**src/rtl/cos_pkg.sv**
```systemverilog
package cos_pkg;
    localparam int unsigned BUS_W      = 8;
    localparam int unsigned NUM_GROUPS = 6;
    localparam int unsigned ADDR_W     = 3;
    localparam int unsigned NUM_LINES  = NUM_GROUPS * BUS_W;
    localparam logic [ADDR_W-1:0] CTRL_OFFSET = 3'd7;
    localparam int unsigned IRQ_N_BIT  = 6;

    // Byte offset at which a group is read: groups above 2 skip offset 3.
    function automatic logic [ADDR_W-1:0] group_offset(input int unsigned g);
        return (g < 3) ? ADDR_W'(g) : ADDR_W'(g + 1);
    endfunction
endpackage

```
**src/rtl/cos_sync.sv**
```systemverilog
module cos_sync #(
    parameter int unsigned W = 48
) (
    input  logic         clk,
    input  logic         rst_n,
    input  logic [W-1:0] async_i,
    output logic [W-1:0] sync_o
);
    typedef struct packed {
        logic [W-1:0] s1;
        logic [W-1:0] s2;
    } sync_t;

    sync_t st_d, st_q;

    always_comb begin
        st_d    = st_q;
        st_d.s1 = async_i;
        st_d.s2 = st_q.s1;
    end

    always_ff @(posedge clk or negedge rst_n) begin
        if (!rst_n) st_q <= '0;
        else        st_q <= st_d;
    end

    assign sync_o = st_q.s2;
endmodule

```
**src/rtl/cos_edge_detect.sv**
```systemverilog
module cos_edge_detect #(
    parameter int unsigned GW     = 8,
    parameter int unsigned GROUPS = 6,
    localparam int unsigned W     = GW * GROUPS
) (
    input  logic              clk,
    input  logic              rst_n,
    input  logic [W-1:0]      sample_i,
    output logic [GROUPS-1:0] grp_chg_o
);
    typedef struct packed {
        logic [W-1:0] prev;
    } edge_t;

    edge_t st_d, st_q;
    logic [W-1:0] diff;

    always_comb begin
        st_d      = st_q;
        st_d.prev = sample_i;
    end

    always_ff @(posedge clk or negedge rst_n) begin
        if (!rst_n) st_q <= '0;
        else        st_q <= st_d;
    end

    assign diff = sample_i ^ st_q.prev;

    for (genvar g = 0; g < GROUPS; g++) begin : g_grp
        assign grp_chg_o[g] = |diff[g*GW +: GW];
    end
endmodule

```
**src/rtl/cos_group_status.sv**
```systemverilog
module cos_group_status #(
    parameter int unsigned GROUPS = 6
) (
    input  logic              clk,
    input  logic              rst_n,
    input  logic              en_load_i,
    input  logic [GROUPS-1:0] en_data_i,
    input  logic              clear_i,
    input  logic [GROUPS-1:0] grp_chg_i,
    output logic [GROUPS-1:0] enable_o,
    output logic [GROUPS-1:0] status_o,
    output logic              irq_o
);
    typedef struct packed {
        logic [GROUPS-1:0] enable;
        logic [GROUPS-1:0] status;
    } gstat_t;

    gstat_t st_d, st_q;

    always_comb begin
        st_d = st_q;
        if (en_load_i) st_d.enable = en_data_i;
        // a change arriving with the clearing read survives it
        st_d.status = (clear_i ? '0 : st_q.status) | (grp_chg_i & st_q.enable);
    end

    always_ff @(posedge clk or negedge rst_n) begin
        if (!rst_n) st_q <= '0;
        else        st_q <= st_d;
    end

    assign enable_o = st_q.enable;
    assign status_o = st_q.status;
    assign irq_o    = |st_q.status;
endmodule

```
**src/rtl/cos_input_port.sv**
```systemverilog
module cos_input_port
    import cos_pkg::*;
(
    input  logic                 clk,
    input  logic                 rst_n,
    input  logic [NUM_LINES-1:0] pins_i,
    input  logic [ADDR_W-1:0]    addr_i,
    input  logic                 rd_i,
    input  logic                 wr_i,
    input  logic [BUS_W-1:0]     wdata_i,
    output logic [BUS_W-1:0]     rdata_o,
    output logic                 irq_o
);
    typedef struct packed {
        logic [BUS_W-1:0] rdata;
    } top_t;

    logic [NUM_LINES-1:0]  sample_w;
    logic [NUM_GROUPS-1:0] grp_chg_w;
    logic [NUM_GROUPS-1:0] enable_w;
    logic [NUM_GROUPS-1:0] status_w;
    logic                  irq_w;
    logic                  ctrl_rd, ctrl_wr;
    logic [BUS_W-1:0]      rd_value;
    top_t                  st_d, st_q;

    assign ctrl_rd = rd_i && (addr_i == CTRL_OFFSET);
    assign ctrl_wr = wr_i && (addr_i == CTRL_OFFSET);

    cos_sync #(.W(NUM_LINES)) u_sync (
        .clk     (clk),
        .rst_n   (rst_n),
        .async_i (pins_i),
        .sync_o  (sample_w)
    );

    cos_edge_detect #(.GW(BUS_W), .GROUPS(NUM_GROUPS)) u_edge (
        .clk       (clk),
        .rst_n     (rst_n),
        .sample_i  (sample_w),
        .grp_chg_o (grp_chg_w)
    );

    cos_group_status #(.GROUPS(NUM_GROUPS)) u_stat (
        .clk       (clk),
        .rst_n     (rst_n),
        .en_load_i (ctrl_wr),
        .en_data_i (wdata_i[NUM_GROUPS-1:0]),
        .clear_i   (ctrl_rd),
        .grp_chg_i (grp_chg_w),
        .enable_o  (enable_w),
        .status_o  (status_w),
        .irq_o     (irq_w)
    );

    always_comb begin
        rd_value = '0;
        if (addr_i == CTRL_OFFSET) begin
            rd_value[NUM_GROUPS-1:0] = status_w;
            rd_value[IRQ_N_BIT]      = ~irq_w;
        end else begin
            for (int g = 0; g < NUM_GROUPS; g++) begin
                if (addr_i == group_offset(g)) rd_value = sample_w[g*BUS_W +: BUS_W];
            end
        end
    end

    always_comb begin
        st_d = st_q;
        if (rd_i) st_d.rdata = rd_value;
    end

    always_ff @(posedge clk or negedge rst_n) begin
        if (!rst_n) st_q <= '0;
        else        st_q <= st_d;
    end

    assign rdata_o = st_q.rdata;
    assign irq_o   = irq_w;
endmodule

```
**config.mk**
```make
export PLATFORM = sky130hd
export DESIGN_NAME = cos_input_port
export DESIGN_NICKNAME = d
export VERILOG_FILES = /design/src/rtl/cos_pkg.sv /design/src/rtl/cos_sync.sv /design/src/rtl/cos_edge_detect.sv /design/src/rtl/cos_group_status.sv /design/src/rtl/cos_input_port.sv
export SDC_FILE = /design/constraint.sdc
export NUM_CORES = 1
export LEC_CHECK = 0
export ABC_AREA = 1
export BUFFER_PORTS_ARGS = -buffer_cell sky130_fd_sc_hd__buf_2
export CORE_ASPECT_RATIO = 0.9
export CORE_UTILIZATION = 35
export CTS_CLUSTER_DIAMETER = 50
export DETAILED_ROUTE_END_ITERATION = 7
export GPL_ROUTABILITY_DRIVEN = 0
export GPL_TIMING_DRIVEN = 1
export PLACE_DENSITY_LB_ADDON = 0.25
export SYNTH_ARGS = -nofsm -noshare
export SYNTH_HDL_FRONTEND = slang
export SYNTH_SLANG_ARGS = --single-unit
export TNS_END_PERCENT = 30
```
**constraint.sdc**
```tcl
create_clock -name clk -period 1.3 [get_ports clk]
set_input_delay 0.195 -clock clk [delete_from_list [all_inputs] [get_ports clk]]
set_output_delay 0.195 -clock clk [all_outputs]
set_load 0.01 [all_outputs]
```
* Word level (Yosys, flattened, before mapping)
Index checks and enable logic that the tools add are counted.
** Cells by class
- Equal/unequal tests :: 6
- Reduce and logical (&&, ||, !) cells :: 10
- Multiplexer cells :: 9
- Bitwise logic cells :: 4
** Operators with widths (count)
- $mux W8 :: 6
- $reduce_or A8 Y1 :: 6
- $xor A48 B48 Y48 :: 1
- $eq A3 B3 Y1 const B :: 4
- $mux W7 :: 1
- $and A6 B6 Y6 :: 1
- $mux W6 :: 1
- $or A6 B6 Y6 :: 1
- $reduce_or A6 Y1 :: 1
- $eq A3 B1 Y1 const B :: 1
- $eq A3 B2 Y1 const B :: 1
- $logic_not A3 Y1 :: 1
- $logic_and A1 B1 Y1 :: 2
- $mux W1 :: 1
- $not A1 Y1 :: 1
** Storage, ports and cells
- Output and inout bits :: 9
- Bits in registers :: 164
- Input port bits :: 63
- Logic and storage cells :: 35

* Longest topological paths before layout
- Word-level depth :: 8
- Depth in mapped cells :: 9
- Depth with buffers taken out :: 8

* Cells and area by module
A second synthesis with hierarchy kept.
** Unflattened totals
- Cell total of the unflattened synthesis :: 494
- Area total of the unflattened synthesis :: 5632.9 um^2
** By module, submodules not included
- cos_sync :: cells an instance 96, sequential area each 2402.3 um^2, area each 2402.3 um^2, instances 1
- cos_edge_detect :: cells an instance 210, sequential area each 1201.2 um^2, area each 1959.4 um^2, instances 1
- cos_input_port :: cells an instance 135, sequential area each 200.2 um^2, area each 789.5 um^2, instances 1
- cos_group_status :: cells an instance 53, sequential area each 300.3 um^2, area each 481.7 um^2, instances 1

* Least setup slack after synthesis
OpenSTA, ideal clock, no wires.
- Kind :: input to register
- From :: input port addr_i[2]
- To :: register u_stat.st_q, in the netlist u_stat.enable_o[0]
- Data required time :: 1.175 ns
- Setup time :: 0.125 ns
- Slack :: 0.257 ns
- Arrival time :: 0.918 ns
- Cell stages on the path :: 5
- Buffers on the path :: 1
- Cell sequence :: buf_4 > nand2_1 > inv_1 > nand3_2 > mux2_2
** On the way
- Word-level cells in the longest chain between the ends :: 2
** RTL lines
- start, declared :: RTL line cos_input_port.sv:7 : input logic [ADDR_W-1:0] addr_i,
- $eq A3 B3 Y1 :: RTL line cos_input_port.sv:28 : assign ctrl_wr = wr_i && (addr_i == CTRL_OFFSET);
- $logic_and A1 B1 Y1 :: RTL line cos_input_port.sv:28
- end signal, assigned :: RTL line cos_group_status.sv:30 : else st_q <= st_d;
- end, declared :: RTL line cos_group_status.sv:19 : gstat_t st_d, st_q;
Every way passes these cells.
A chain may end at the register's enable or synchronous reset.

* Worst setup path after layout
- From :: register u_stat.st_q, in the netlist u_stat.status_o[1]
- To :: output port irq_o
** On the way
- Word-level cells in the longest chain between the ends :: 1
** RTL lines
- $reduce_or A6 Y1 :: RTL line cos_group_status.sv:35 : assign irq_o = |st_q.status;
- end, declared :: RTL line cos_input_port.sv:12 : output logic irq_o
Every way passes these cells.

==> flow_summary.toml <==
[run_status]
outcome = "finished, violations left"
failed_checks = "negative setup slack"

[setup_path]
critical_path.max_fanout = 2
crit_path_end_kind = "output port"
critPathKind = "reg -> out"
setup.worst_path.start_class = "register"
r2r_slack_ns = 0.17
worst-endpoint-required_ns = 1.11
worst_ep_arrival_time_ns = 1.18

[global_route]
first_global_vias = 3811
grt_first_pass_wirelength_um = 18400
groute.usage.overall_pct = 14.88
antenna_violations_before_repair = 0
grt_overflow_total = 0
grt_start_max_net_pins = 44

[sta]
worstMarginPinSlew_ns = 0.3665
clock-skew-final_ns = 0.007881
final.setup.worst_slack_ns = -0.07208
fmax_ghz = 0.7288
max-slew-margin-rel_pct = 75.57
grt_setup_unrepaired = "yes"
hold_violations = 0
hold_ws_ns = 0.02929
min_period_over_period_pct = 105.5
final-setup-viol-count = 1
finalCriticalPeriod_ns = 1.372
final_max_slew_viol_count = 0
total_negative_setup_slacks_ns = -0.07208

[clock_tree]
worst_skew_pair.late_latency_ns = 0.42
cts_htree_levels = 4
tritoncts.num_buffers = 17
ctsLongestPathBuffers = 2
clock-root-buffer = "clkbuf_16"
cts.sinks = 164
cts_tree = "done"
clk_pin_slew_ns = 0.06

[synthesis]
synth_ff_type = "dfrtp_1"
synth_top_cell_area_share_pct = 72.15
synth_area_um2 = 5688
synth_enable_flop_cells = 0
share_of_the_yosys_chip_area_belonging_to_registers_pct = 72.15
synthMostInstantiatedCell = "dfrtp_1"
synth_fp_nets = 564
most_numerous_cell_types_in_the_synthesized_netlist = "dfrtp_1 (164), nand2_1 (109), inv_1 (69), nor2_1 (48), nand4_1 (31)"
share_of_synthesized_flip_flops_with_an_asynchronous_set_or_reset_pct = 100.0
dominant_cell_type_by_area_after_synthesis = "dfrtp_1"
synthTopCellsByArea = "dfrtp_1 (72%), nand2_1 (7.2%), inv_1 (4.6%)"
synth_cell_types = 21
avgSynthCellArea_um2 = 11.35
postSynthCellCount = 501
ys_seq_elements = 164
yosysWarnings = 0

[die]
ioPinCount = 72
placeableCoreArea_um2 = 15660
die_area_um2 = 16770
die_y_um = 122.9
die-width_um = 136.4
initial_cell_density_of_the_core_pct = 36.33
core.rowCount = 43

[finish]
seqCellArea_um2 = 4104
postLayoutCoreUtil_pct = 48.14
multi_input_gate_area_in_the_final_layout_um2 = 1282
n_antenna_cell = 0
syn_to_final_growth_pct = 32.51
layout-drive-gt1-share_pct = 21.69
nets = 714
final.fill_count = 1416

[hold_path]
min-delay-path-class = "in -> reg"

[routing]
dr.first_iter.drc_count = 191
totalWireLength_um = 10980
vias = 3723
avgViaCountPerCell = 4.299
wire_per_inst_um = 12.68
drtAntennaViolNets = 0
drt_pass1_iterations = 4
drt_drc_violations_left = 0

[placed_design]
pre_cts_ws_ns = 0.02472
post-dp-hpwl_um = 7834
port_buffers = 69

[pwr]
p_per_cell_area_nw_per_um2 = 1509
total_leakage_power_nw = 3.720
vdd.ir_drop.worst_v = 0.0008567

[flow_run]
maxCapViolCount = 0
cells in the final DEF, fill, tap and decap left out, types with 2 or more instances in the layout:
cell / Yosys / layout
dfrtp_1: 164 / 164
nand2_1: 109 / 109
inv_1: 69 / 69
buf_2: 1 / 67
dlygate4sd3_1: 0 / 49
nor2_1: 48 / 45
nand4_1: 31 / 31
xnor2_1: 21 / 21
nand3_1: 20 / 19
clkbuf_16: 0 / 17
buf_4: 2 / 15
or2_2: 10 / 10
o21ai_0: 9 / 9
mux2_2: 6 / 6
nor2_2: 1 / 4
clkbuf_8: 0 / 4
inv_8: 0 / 3
clkinvlp_4: 0 / 3
buf_12: 0 / 3
nand3_2: 1 / 2
clkinv_1: 2 / 2
inv_2: 2 / 2
clkinv_2: 1 / 2
clkinv_4: 0 / 2
buf_6: 1 / 2
critical path: stages (launching register included):
cell	delay [ns]
dfrtp_1	0.39
nor2_2	0.12
nand3_2	0.11
buf_6	0.14
report_power, final:
group          internal, mW  switching (mW)  total, mW
registers              5.42           0.194       5.62
logic                 0.432           0.420      0.853
clock network          2.89            2.02       4.90
total                  8.74            2.63       11.4
worst paths after layout:
kind                                                  endpoint  cells after the start                         start
max in group asynchronous          u_sync.sync_o[17]$_DFF_PN0_                      3                         rst_n
worst max register to register    u_stat.status_o[4]$_DFF_PN0_                      6   u_sync.sync_o[37]$_DFF_PN0_
min in group asynchronous            u_sync.st_d[40]$_DFF_PN0_                      2                         rst_n
worst min register to register     u_sync.sync_o[11]$_DFF_PN0_                      0     u_sync.st_d[11]$_DFF_PN0_
worst max-delay path                                     irq_o                      3  u_stat.status_o[1]$_DFF_PN0_
worst min-delay path            u_stat.enable_o[3]$_DFFE_PN0P_                      2                    wdata_i[3]
per-layer routing:
metal / routed length, µm / vias up / global-route usage (%)
met4: 101 / 0 / 5.000
met5: 0 / - / 0
met1: 4835 / 1797 / 18.29
met3: 489 / 7 / 4.428
met2: 5553 / 65 / 25.00
li1: - / 1854 / -
kinds of logic (layout without fill, tap and decap cells):
kind of cell           Yosys count  after routing  share of synthesized area, %
AO/OA/AOI/OAI                   11             11                        0.9898
flip-flops                     164            164                         72.15
AND/OR/NAND/NOR                220            220                         16.92
XOR/XNOR                        21             21                         3.234
multiplexers                     6              6                         1.188
buffers and inverters           79            242                         5.521
final cells by class:
cell class                      count  share of cell area (%)
Timing Repair Buffer              136                   13.55
Sequential cell                   164                   54.45
Clock inverter                     11                   1.560
Clock buffer                       21                   6.375
Tap cell                          202                   3.353
Inverter                           74                   3.702
Multi-Input combinational cell    258                   17.02
stage by stage:
stage	total power, mW	cells	cell area (µm²)
2_1_floorplan	6.040	501	5688
3_3_place_gp	6.430	783	6415
3_5_place_dp	6.465	783	6415
4_1_cts	11.56	865	7511
5_1_grt	11.93	866	7537
6_report	11.38	866	7537
repair_timing:
action | in CTS | in global routing
hold buffers | 49 | 0
endpoints found under the hold margin | 77 | 0
setup buffers | 1 | 1
pin swaps | 1 | 2
resized for setup | 0 | 5
endpoints found under the setup margin | 1 | 2
sequential cells by signal (all words and copies together), names as in the netlist:
register	count
rdata_o	8
u_stat.status_o	6
u_stat.enable_o	6
u_sync.st_d	48
u_edge.st_q	48
u_sync.sync_o	48
(Power assumes the default switching activity.)
